<file path="src/rtl/crc32_pkg.sv">
package crc32_pkg;
    localparam int          CRC_W      = 32;
    localparam int          DATA_W     = 8;
    localparam logic [31:0] POLY_REFL  = 32'hEDB88320;
    localparam logic [31:0] PRESET_VAL = 32'hFFFFFFFF;

    typedef enum logic [0:0] {
        ST_EMPTY = 1'b0,
        ST_ACCUM = 1'b1
    } crc_state_e;
endpackage

</file>
<file path="src/rtl/crc_bit_step.sv">
module crc_bit_step #(
    parameter int               W    = 32,
    parameter logic [W-1:0]     POLY = 32'hEDB88320
) (
    input  logic [W-1:0] reg_i,
    output logic [W-1:0] reg_o
);
    always_comb begin
        if (reg_i[0]) begin
            reg_o = (reg_i >> 1) ^ POLY;
        end else begin
            reg_o = reg_i >> 1;
        end
    end
endmodule

</file>
<file path="src/rtl/crc_byte_update.sv">
module crc_byte_update #(
    parameter int           W    = 32,
    parameter int           DW   = 8,
    parameter logic [W-1:0] POLY = 32'hEDB88320
) (
    input  logic [W-1:0]  crc_i,
    input  logic [DW-1:0] byte_i,
    output logic [W-1:0]  crc_o
);
    localparam int PAD_W = W - DW;

    logic [W-1:0] stage [0:DW];

    assign stage[0] = crc_i ^ {{PAD_W{1'b0}}, byte_i};

    for (genvar g = 0; g < DW; g++) begin : g_step
        crc_bit_step #(.W(W), .POLY(POLY)) u_step (
            .reg_i (stage[g]),
            .reg_o (stage[g+1])
        );
    end

    assign crc_o = stage[DW];
endmodule

</file>
<file path="src/rtl/crc_seq_ctrl.sv">
module crc_seq_ctrl
    import crc32_pkg::*;
(
    input  logic       clk,
    input  logic       rst,
    input  logic       start_i,
    input  logic       valid_i,
    output crc_state_e state_o,
    output logic       use_preset_o,
    output logic       capture_o,
    output logic       clear_o
);
    crc_state_e state_q, state_d;

    always_ff @(posedge clk) begin
        if (rst) begin
            state_q <= ST_EMPTY;
        end else begin
            state_q <= state_d;
        end
    end

    always_comb begin
        state_d      = state_q;
        use_preset_o = start_i;
        capture_o    = valid_i;
        clear_o      = start_i & ~valid_i;
        unique case (state_q)
            ST_EMPTY: begin
                if (valid_i) state_d = ST_ACCUM;
                else         state_d = ST_EMPTY;
            end
            ST_ACCUM: begin
                if (valid_i)      state_d = ST_ACCUM;
                else if (start_i) state_d = ST_EMPTY;
                else              state_d = ST_ACCUM;
            end
            default: state_d = ST_EMPTY;
        endcase
    end

    assign state_o = state_q;
endmodule

</file>
<file path="src/rtl/crc32_reflect_engine.sv">
module crc32_reflect_engine
    import crc32_pkg::*;
#(
    parameter int               CRC_BITS  = CRC_W,
    parameter int               BYTE_BITS = DATA_W,
    parameter logic [CRC_W-1:0] POLY      = POLY_REFL,
    parameter logic [CRC_W-1:0] PRESET    = PRESET_VAL
) (
    input  logic                 clk,
    input  logic                 rst,
    input  logic                 start_i,
    input  logic                 valid_i,
    input  logic [BYTE_BITS-1:0] data_i,
    output logic [CRC_BITS-1:0]  crc_o
);
    crc_state_e          state;
    logic                use_preset;
    logic                capture;
    logic                clear;
    logic [CRC_BITS-1:0] crc_q;
    logic [CRC_BITS-1:0] base;
    logic [CRC_BITS-1:0] updated;

    crc_seq_ctrl u_ctrl (
        .clk          (clk),
        .rst          (rst),
        .start_i      (start_i),
        .valid_i      (valid_i),
        .state_o      (state),
        .use_preset_o (use_preset),
        .capture_o    (capture),
        .clear_o      (clear)
    );

    assign base = use_preset ? PRESET[CRC_BITS-1:0] : crc_q;

    crc_byte_update #(.W(CRC_BITS), .DW(BYTE_BITS), .POLY(POLY[CRC_BITS-1:0])) u_upd (
        .crc_i  (base),
        .byte_i (data_i),
        .crc_o  (updated)
    );

    always_ff @(posedge clk) begin
        if (rst) begin
            crc_q <= PRESET[CRC_BITS-1:0];
        end else if (capture) begin
            crc_q <= updated;
        end else if (clear) begin
            crc_q <= PRESET[CRC_BITS-1:0];
        end
    end

    assign crc_o = crc_q;

    assert_reset_preset_R1: assert property (@(posedge clk)
        $past(rst) |-> crc_q == PRESET[CRC_BITS-1:0]);

    assert_start_reload_R2: assert property (@(posedge clk) disable iff (rst)
        (start_i && !valid_i) |=> crc_o == PRESET[CRC_BITS-1:0]);

    assert_idle_hold_R3: assert property (@(posedge clk) disable iff (rst)
        (!start_i && !valid_i) |=> $stable(crc_o));

    assert_empty_is_preset_R7: assert property (@(posedge clk) disable iff (rst)
        (state == ST_EMPTY) |-> crc_o == PRESET[CRC_BITS-1:0]);
endmodule

</file>
<file path="config.mk">
export PLATFORM = sky130hd
export DESIGN_NAME = crc32_reflect_engine
export DESIGN_NICKNAME = d
export VERILOG_FILES = /design/src/rtl/crc32_pkg.sv /design/src/rtl/crc_bit_step.sv /design/src/rtl/crc_byte_update.sv /design/src/rtl/crc_seq_ctrl.sv /design/src/rtl/crc32_reflect_engine.sv
export SDC_FILE = /design/constraint.sdc
export NUM_CORES = 1
export LEC_CHECK = 0
export CORE_MARGIN = 3
export CORE_UTILIZATION = 55
export CTS_CLUSTER_SIZE = 28
export DETAILED_ROUTE_END_ITERATION = 7
export PLACE_DENSITY = 0.78
export SLEW_MARGIN = 30
export SYNTH_ARGS = -nofsm -noshare
export SYNTH_HDL_FRONTEND = slang
export SYNTH_HIERARCHICAL = 1
export SYNTH_SLANG_ARGS = --single-unit
</file>
<file path="constraint.sdc">
create_clock -name clk -period 5.6 [get_ports clk]
set_clock_uncertainty 0.15 [all_clocks]
set_input_delay 1.12 -clock clk [delete_from_list [all_inputs] [get_ports clk]]
set_output_delay 1.12 -clock clk [all_outputs]
set_load 0.01 [all_outputs]
</file>
== Word level (Yosys, flattened, before mapping) ==
Cells that the tools add are included.
Cells by class
  $add $sub $neg: 0
  $mul: 0
  divide/modulo/power cells: 0
  $lt $le $gt $ge: 0
  equal/unequal tests: 0
  shift operators: 0
  mux-type cells: 11
  bitwise operators: 11
  reductions and logical operators: 1
Operators by type and width (number)
  32-bit two-way mux: 11
  13-bit NOT with 14-bit output: 8
  32-bit by 8-bit bitwise XOR with 32-bit output: 1
  2-bit nonzero test: 1
  1-bit bitwise AND: 1
  1-bit NOT: 1
Storage, ports and cells
  register bits after elaboration: 32
  latch bits: 0
  RAM bits: 0
  memory bits (read-only): 0
  word-level logic and storage cells: 24
  memories kept: 0

== Logic depth before layout (Yosys ltp) ==
Gate-level depths: netlist of run 1.
  depth in word-level cells: 19
  mapped depth: 17
  mapped depth without buffers: 10

== Cells and area by module ==
The synthesis of run 1 kept the hierarchy.
By module, submodules not included
  crc_bit_step: times used 8, cells an instance 34, area an instance 287.8 um^2
  crc32_reflect_engine: times used 1, cells an instance 146, area an instance 1490.2 um^2
  crc_byte_update: times used 1, cells an instance 8, area an instance 70.1 um^2
  crc_seq_ctrl: times used 1, cells an instance 7, area an instance 62.6 um^2

== Worst setup path before layout of run 1 ==
OpenSTA, ideal clock, no wires.
  kind: input to register
  start: in start_i
  end: reg crc_q[8] (netlist: crc_o[8])
  library setup time: 0.122 ns
  arrival: 3.466 ns
  data required time: 5.328 ns
  setup slack: 1.862 ns
  stages: 17
  buffers on the path: 11
  cell sequence: buf_4 clkbuf_1 or2_2 xor2_1 buf_4 buf_6 xor2_1 buf_4 buf_4 buf_4 buf_4 buf_4 buf_6 buf_12 xor2_1 nand2b_1 o32a_1
RTL lines
  from (decl): line crc32_reflect_engine.sv:11  | input logic start_i,
  to (signal assigned): line crc32_reflect_engine.sv:45  | crc_q <= PRESET[CRC_BITS-1:0];
  to (signal assigned): line crc32_reflect_engine.sv:47  | crc_q <= updated;
  to (signal assigned): line crc32_reflect_engine.sv:49  | crc_q <= PRESET[CRC_BITS-1:0];
  to (decl): line crc32_reflect_engine.sv:20  | logic [CRC_BITS-1:0] crc_q;

==> results.md, run 1 <==
- The flow ran to the end, and the final reports show no timing, DRC or antenna violations.
- After clock tree synthesis, the clock-pin slew on the worst setup and hold paths is 70 ps.
- The sequential cell area in the final layout is between 600 and 700 um2.
- The final period demand of the worst path is 4150 ps.
- The critical path is of the in2reg type.
- The cell at the slowest stage of the critical path is clkdlybuf4s50_1.
- At the worst endpoint, the arrival time is 4180 ps.
- In this run the cell area of the synthesized design comes to 0.00389 mm2.
- In the final design database the tool counted 314 nets.
- Setup repair after global routing left no endpoint under its margin.
- Summing all placed instances gives a cell area of 0.00298 mm2.
- The post-CTS setup buffer count is 0.
- Post-CTS repair changed the size of 0 cells.
- The worst-case setup margin in the final layout is around 1500 ps.
- After clock tree synthesis, the flow added hold-fix buffers numbering 0.
- The max-cap check violation count is 0.
- Clock tree synthesis selected as its root buffer the cell clkbuf_8.
- The share of total power dissipated in sequential elements is 0.260.
- The via-per-instance ratio is 4.73.
- The width of the die is 90.1 um.
- The number of global-route vias before repair is between 1500 and 2000.
- The clock reaches the later pin of the worst-skew pair after 290 ps.
- The synthesis-to-layout area growth is -20.1%.
- The height of the chip is approximately 90 um.
- The routed design has roughly 5800 um of wire.
- The level count of the clock H-tree is 2.
- The layout has 668 filler cells.
- At the pin with the least slew margin, the transition time is 863 ps.
- The net count after synthesis is 441.
- The required time reported for the critical path endpoint is roughly 5600 ps.
- The DRC marker count from the first detailed-route iteration is around 160.
- The class of the most critical hold timing path is reg2reg.
- Global routing finished with a remaining overflow of 0.
- The number of placed I/O pins is 44.
- The pre-CTS worst setup slack is 1110 ps.
- The final setup violation count is 0.
- Of the cells placed in the final design, the portion with a size suffix greater than 1 is 0.168.
- TritonCTS built the clock tree.
- The worst max-slew margin expressed relative to the limit is 0.423.
- The floorplan step defined a die boundary enclosing 0.00811 mm2.
- The worst setup path is launched from a primary input.
- The max-slew violation count is 0.
- The internal power of the cells totals 0.000845 W.
- The first TritonRoute pass finished after 4 iterations.
- Clock tree synthesis found a total of 32 sinks.
- The leakage power figure is 1.17 nW.
- The critical path endpoint category is a flop.
- The largest driver fanout on the critical path is 33.
- The initial antenna violation count was 0.
- VDD sags by at most 0.198 mV.
- Traced cell by cell, the critical path runs through clkdlybuf4s50_1 > or2_1 > xor2_1 > buf_4 > xor2_1 > xor2_1 > xor2_1 > xor2_1 > xor2_1 > xor2_1 > nand2b_1 > o32a_1.
- The post-detailed-route DRC marker count is 0.
- The largest buffer count on any clock path is 2.
- The share of power burned in combinational logic is 0.553.
- The final route contains 1889 vias.
- In this run the core area contains 30 standard-cell rows.
- Synthesis produced a netlist whose cell count is 429.
- The total number of yosys warnings is 6.
- At the end of routability-driven placement, the weighted congestion stood at ~0.80.
- For this run, the top clock speed supported by timing is between 200 and 250 MHz.
- The number of flip-flops in the largest register is 32.
- The post-route core utilization is 0.454.
- Summing all non-filler instances in the final layout gives an area of 0.00310 mm2.
- After detailed routing, the average wire length per cell comes to approximately 15 um.
- The effective utilization at floorplan is 0.569.
- After detailed placement, the design holds a cell count of 391.
- The final HPWL from detailed placement is 3730 um.
- In this run the standard cell core region covers between 0.006 and 0.007 mm2.
- The number of standard cells in the layout, taps in and fillers out is 399.
- Power spread over the standard cell area amounts to approximately 430 mW/mm2.
- The first global-routing pass estimated 9840 um of wire.
- In the global route stage, overall resource usage came out at 0.145.
- The number of buffer cells added on primary ports is 43.
- The clock network fraction of total power is 0.188.
- The average instance area after synthesis is a little over 9 um2.
- The switching power is ~0.00048 W.
- The area of combinational cells with multiple inputs is 0.00172 mm2.
- Setup total negative slack on the finished layout was measured at 0 ps.
- The number of nets with antenna violations after detailed routing is 0.
- Of the total power, the share spent switching nets is 0.361.
- In this design, the critical path's most frequently occurring cell is xor2_1.
- Entering global routing, the biggest net connects 66 pins.
- The number of hold-slack violations in the final timing report was 0.
- The number of buffers inserted during clock tree synthesis is 5.
- The final cycle utilization of the critical path is 0.741.
- 0 antenna diodes ended up in the layout.
- In this design, the stage delay of the slowest critical-path cell is 850 ps.
layout by cell type, fill, tap and decap left out, drive strengths merged:
cell / n
buf: 11
bufinv: 1
clkbuf: 7
clkdlybuf4s50: 42
dfxtp: 32
nand2b: 32
nor2b: 1
o32a: 32
or2: 33
xor2: 112
power by group through the flow:
stage	clock network, W	logic (W)	registers (W)
after floorplan	0	0.00109	0.000359
after global placement	0	0.000717	0.000350
after detailed placement	0	0.000725	0.000349
after CTS	0.000252	0.000733	0.000344
after global routing	0.000262	0.000794	0.000352
final	0.000248	0.000731	0.000344
layout make-up:
class / instances / area share
clock buffer: 7 / 0.0310
clock inverter: 1 / 0.00967
multi-input combinational: 210 / 0.553
sequential: 32 / 0.206
tap: 96 / 0.0387
timing repair buffer: 53 / 0.161
per-stage QoR:
stage | hold WS (ps) | power (W)
2_1_floorplan | 403 | 0.00144
3_3_place_gp | 357 | 0.00107
3_5_place_dp | 360 | 0.00107
4_1_cts | 384 | 0.00133
5_1_grt | 398 | 0.00141
6_report | 378 | 0.00132
layer usage:
metal	routed length, um	track usage
met5	0	0
met4	107	0.0523
met1	2810	0.196
met3	221	0.0293
met2	2660	0.230
worst max-delay path, delay by kind of cell:
kind,cells,cell delay [ps]
xor+xnor,7,1160
buf+inv,2,1120
simple gates,2,570
compound gates,1,190
final timing paths:
check	from	to	slack, ps	depth (start not counted)
min reg2reg	crc_o[7]	crc_o[7]	380	1
max	start_i	crc_o[23]	1450	12
min	crc_o[7]	crc_o[7]	380	1
max reg2reg	crc_o[0]	crc_o[23]	3020	11
No activity file was read; power rests on OpenSTA's default activity.
==> run 2, diff against run 1 <==
--- a/config.mk
+++ b/config.mk
@@ -6,10 +6,10 @@
 export NUM_CORES = 1
 export LEC_CHECK = 0
 export CORE_MARGIN = 3
-export CORE_UTILIZATION = 55
+export CORE_UTILIZATION = 53
 export CTS_CLUSTER_SIZE = 28
 export DETAILED_ROUTE_END_ITERATION = 7
-export PLACE_DENSITY = 0.78
+export PLACE_DENSITY = 0.79
 export SLEW_MARGIN = 30
 export SYNTH_ARGS = -nofsm -noshare
 export SYNTH_HDL_FRONTEND = slang
==> constraint.sdc (replaced) <==
create_clock -name clk -period 3.5 [get_ports clk]
set_clock_uncertainty 0.15 [all_clocks]
set_input_delay 0.7 -clock clk [delete_from_list [all_inputs] [get_ports clk]]
set_output_delay 0.7 -clock clk [all_outputs]
set_load 0.01 [all_outputs]
==> results.md, run 2 (synthesis gave the netlist of run 1 again) <==
- The leakage power figure is 1.19 nW (+2.0%).
- The clock tree from TritonCTS is done.
- The total placed cells including tap cells is 398 (+1.8%).
- Setup repair after global routing left no endpoint under its margin.
- The cell at the slowest stage of the critical path is clkdlybuf4s50_1.
- The DRC marker count from the first detailed-route iteration was 135 (-15%).
- The transition time of the tightest slew-check pin is 624 ps (-238 ps).
- The max-slew violation count came to 0 (unchanged).
- STA classifies the critical path startpoint as a primary input.
- The worst max-slew margin expressed relative to the limit is 0.584 (+0.161).
- The number of nets with antenna violations after detailed routing is 0 (unchanged).
- The switching power is 0.000751 W (+57%).
- The largest driver fanout on the critical path is 10 (-70%).
- Traced cell by cell, the critical path runs through clkdlybuf4s50_1 > or2_1 > xor2_1 > buf_4 > xor2_1 > xor2_1 > xor2_1 > xor2_1 > xor2_1 > xor2_1 > nand2b_1 > o32a_1.
- The power per cell area is 642 mW/mm2 (+51%).
- The combined buffer and inverter count along the critical path is 2 (unchanged).
- The width of the die is 91.6 um (+1.7%).
- The post-placement cell area is 0.00307 mm2 (+3.0%).
- The largest buffer count on any clock path is 2 (unchanged).
- The fill cell instance count of the final layout is 677 (+1.3%).
- The largest stage delay on the critical path is 440 ps (-410 ps).
- The post-CTS setup buffer count was 0 (unchanged).
- The global-route wire length before repair is 9710 um (-1.3%).
- The global-route total usage across every layer came to 0.144 (-0.000905).
- The total met2 wirelength after detailed routing came to 2760 um (+3.8%).
- The detailed router used layers up to and including met4.
- The worst hold path terminates at crc_o[6].
- The number of instances on the worst hold path was 1 (unchanged).
- The final HPWL from detailed placement is 4170 um (+12%).
- The level count of the clock H-tree is 2 (unchanged).
- The number of cell instances on the worst register-to-register path came to 11 (unchanged).
- The max-cap check violation count is 0 (unchanged).
- The number of hold-slack violations in the final timing report is 0 (unchanged).
- The final instance area is 0.00315 mm2 (+1.3%).
- The synthesis-to-layout area growth is -19.1%.
- The number of buffers inserted during clock tree synthesis was 5 (unchanged).
- The post-detailed-route DRC marker count is 0 (unchanged).
- The row count is 30 (unchanged).
- The startpoint of the lowest-slack register-to-register path is crc_o[0].
- The pin count of the biggest net entering global routing is 65 (-1.5%).
- The maximum resistive drop on vdd is 0.249 mV (+26%).
- The clock-pin slew on the worst setup and hold paths came to 60 ps (about the same).
- The net count reported at finish came to 321 (+2.2%).
- The sequential cell area in the final layout is 641 um2 (unchanged).
- The share of power burned in combinational logic is 0.597 (+0.044).
- The number of buffer cells added on primary ports is 43 (unchanged).
- The data arrival time of the critical path is 3210 ps (-970 ps).
- The startpoint identified for the worst hold timing path is crc_o[6].
- In the finished design, the share of the clock period the worst path needs comes to 0.911.
- The cell internal power dissipation is 0.00127 W (+50%).
- The diode insertion count for antenna repair is 0 (unchanged).
- The number of resized instances in the post-cts repair step came to 0 (unchanged).
- The class of the most critical hold timing path is reg2reg.
- The number of global-route vias before repair came to 1929 (+0.31%).
- The area of combinational cells with multiple inputs is 0.00172 mm2 (unchanged).
- The effective utilization at floorplan is 0.560 (-0.00922).
- The proportion of total power due to net switching is 0.372 (+0.0107).
- The critical path's top delay family is XOR/XNOR gates.
- The critical path class is in2reg.
- The number of hold-repair buffers added at the cts stage is 0 (unchanged).
- The worst-case register-to-register setup slack is 830 ps (-2190 ps).
- The final global-route overflow total is 0 (unchanged).
- The initial antenna violation count is 0 (unchanged).
- The final period demand of the worst path is 3190 ps.
- The height of the chip was 91.6 um (+1.7%).
- The tree is rooted in a clkbuf_8.
- The routed via count is 1953 (+3.4%).
- The flow ran to the end, and the final reports show no timing, DRC or antenna violations.
- The library cell used most frequently in the layout, excluding fill and tap cells, is xor2_1.
- The required time reported for the critical path endpoint came to 3520 ps (-2110 ps).
- The capture point of the worst reg-to-reg path is crc_o[19].
- Derived from the worst setup path, the maximum achievable clock frequency is ~310 MHz.
- The die area is 0.00840 mm2 (+3.5%).
- The total number of clock tree sinks came to 32 (unchanged).
- The total routed wire length on the met1 layer is 2900 um (+3.3%).
- The number of placed I/O pins is 44 (unchanged).
- The post-detailed-routing wire length is 5960 um (+2.9%).
- The number of standard cells in the layout, taps in and fillers out is 405 (+1.5%).
- The placer's final routability congestion estimate is 0.873 (+8.5%).
- The cell that appears most often on the critical path is xor2_1.
- The core area is 0.00694 mm2 (+1.6%).
- The number of flip-flops in the largest register is 32 (unchanged).
- The part of the power in registers is 0.270 (+0.010).
- The clock network fraction of total power is 0.133 (-0.055).
- The worst hold-check slack was 371 ps (-6.72 ps).
- The setup total negative slack was 0 ps (unchanged).
- The clock latency at the later pin of the worst-skew pair is 280 ps (about the same).
- The final setup violation count is 0 (unchanged).
- The average wire per standard cell is 14.7 um (+1.3%).
- The via-per-instance ratio is 4.82 (+1.9%).
- The number of detailed-routing iterations run before antenna repair is 4 (unchanged).
- Leaving out fill and tap cells, the most frequent cells in the layout are 112 x xor2_1, 42 x clkdlybuf4s50_1, 32 x nand2b_1, 32 x o32a_1, 32 x dfxtp_1.
- The fraction of layout instances using a drive strength above 1 is 0.178 (+0.00968).
- The amount of wire on met3 after detailed routing is 225 um (+1.8%).
- The critical path endpoint category is a flop.
==> run 2: changes by cell type in the layout (fill, tap and decap cells not counted) <==
cell and delta:
buf_4 +4, or2_2 -1, bufinv_16 -1, clkbuf_1 +1
or2_1 +1, clkbuf_8 -2, clkinv_2 +1, buf_12 +3
==> run 2: per-layer routing <==
metal | up-vias | track usage
li1 | 961 | -
met1 | 943 | 0.194
met2 | 41 | 0.229
met3 | 8 | 0.0304
met4 | 0 | 0.0465
met5 | - | 0
==> run 2: power by group through the flow <==
| stage | clock, W | sequential (W) | combinational [W] |
|---|---|---|---|
| after global placement | 0 | 0.000550 | 0.00119 |
| after CTS | 0.000278 | 0.000547 | 0.00122 |
| after floorplan | 0 | 0.000574 | 0.00174 |
| after global routing | 0.000294 | 0.000560 | 0.00132 |
| after detailed placement | 0 | 0.000554 | 0.00121 |
| final | 0.000269 | 0.000544 | 0.00121 |
==> run 2: layout make-up <==
cell class | instances | share of cell area
Multi-Input combinational cell | 210 | 0.546
Sequential cell | 32 | 0.204
Timing Repair Buffer | 60 | 0.188
Tap cell | 96 | 0.0382
Clock buffer | 6 | 0.0231
Clock inverter | 1 | 0.00159
==> run 2: metrics by stage <==
step / power, W / util / setup slack, ps
3_3_place_gp: 0.00174 / 0.442 / 103
2_1_floorplan: 0.00231 / - / 182
3_5_place_dp: 0.00176 / 0.442 / 27.8
6_report: 0.00202 / 0.453 / 313
5_1_grt: 0.00217 / 0.453 / 161
4_1_cts: 0.00204 / 0.453 / 320
==> run 2: how the worst max path moves through the flow <==
| stage | from | end | slack [ps] | depth (start not counted) |
|---|---|---|---|---|
| 2_1_floorplan | start_i | crc_o[8] | 180 | 17 |
| 3_3_place_gp | start_i | crc_o[20] | 100 | 12 |
| 3_5_place_dp | start_i | crc_o[19] | 30 | 12 |
| 4_1_cts | start_i | crc_o[19] | 320 | 12 |
| 5_1_grt | start_i | crc_o[19] | 160 | 12 |
| 6_report | start_i | crc_o[19] | 310 | 12 |
==> run 3, diff against run 2 <==
--- a/config.mk
+++ b/config.mk
@@ -10,7 +10,7 @@
 export CTS_CLUSTER_SIZE = 28
 export DETAILED_ROUTE_END_ITERATION = 7
 export PLACE_DENSITY = 0.79
-export SLEW_MARGIN = 30
+export SLEW_MARGIN = 0
 export SYNTH_ARGS = -nofsm -noshare
 export SYNTH_HDL_FRONTEND = slang
 export SYNTH_HIERARCHICAL = 1
==> results of run 3 <==
No change in the layout: final DEF, timing and power equal those of run 2.
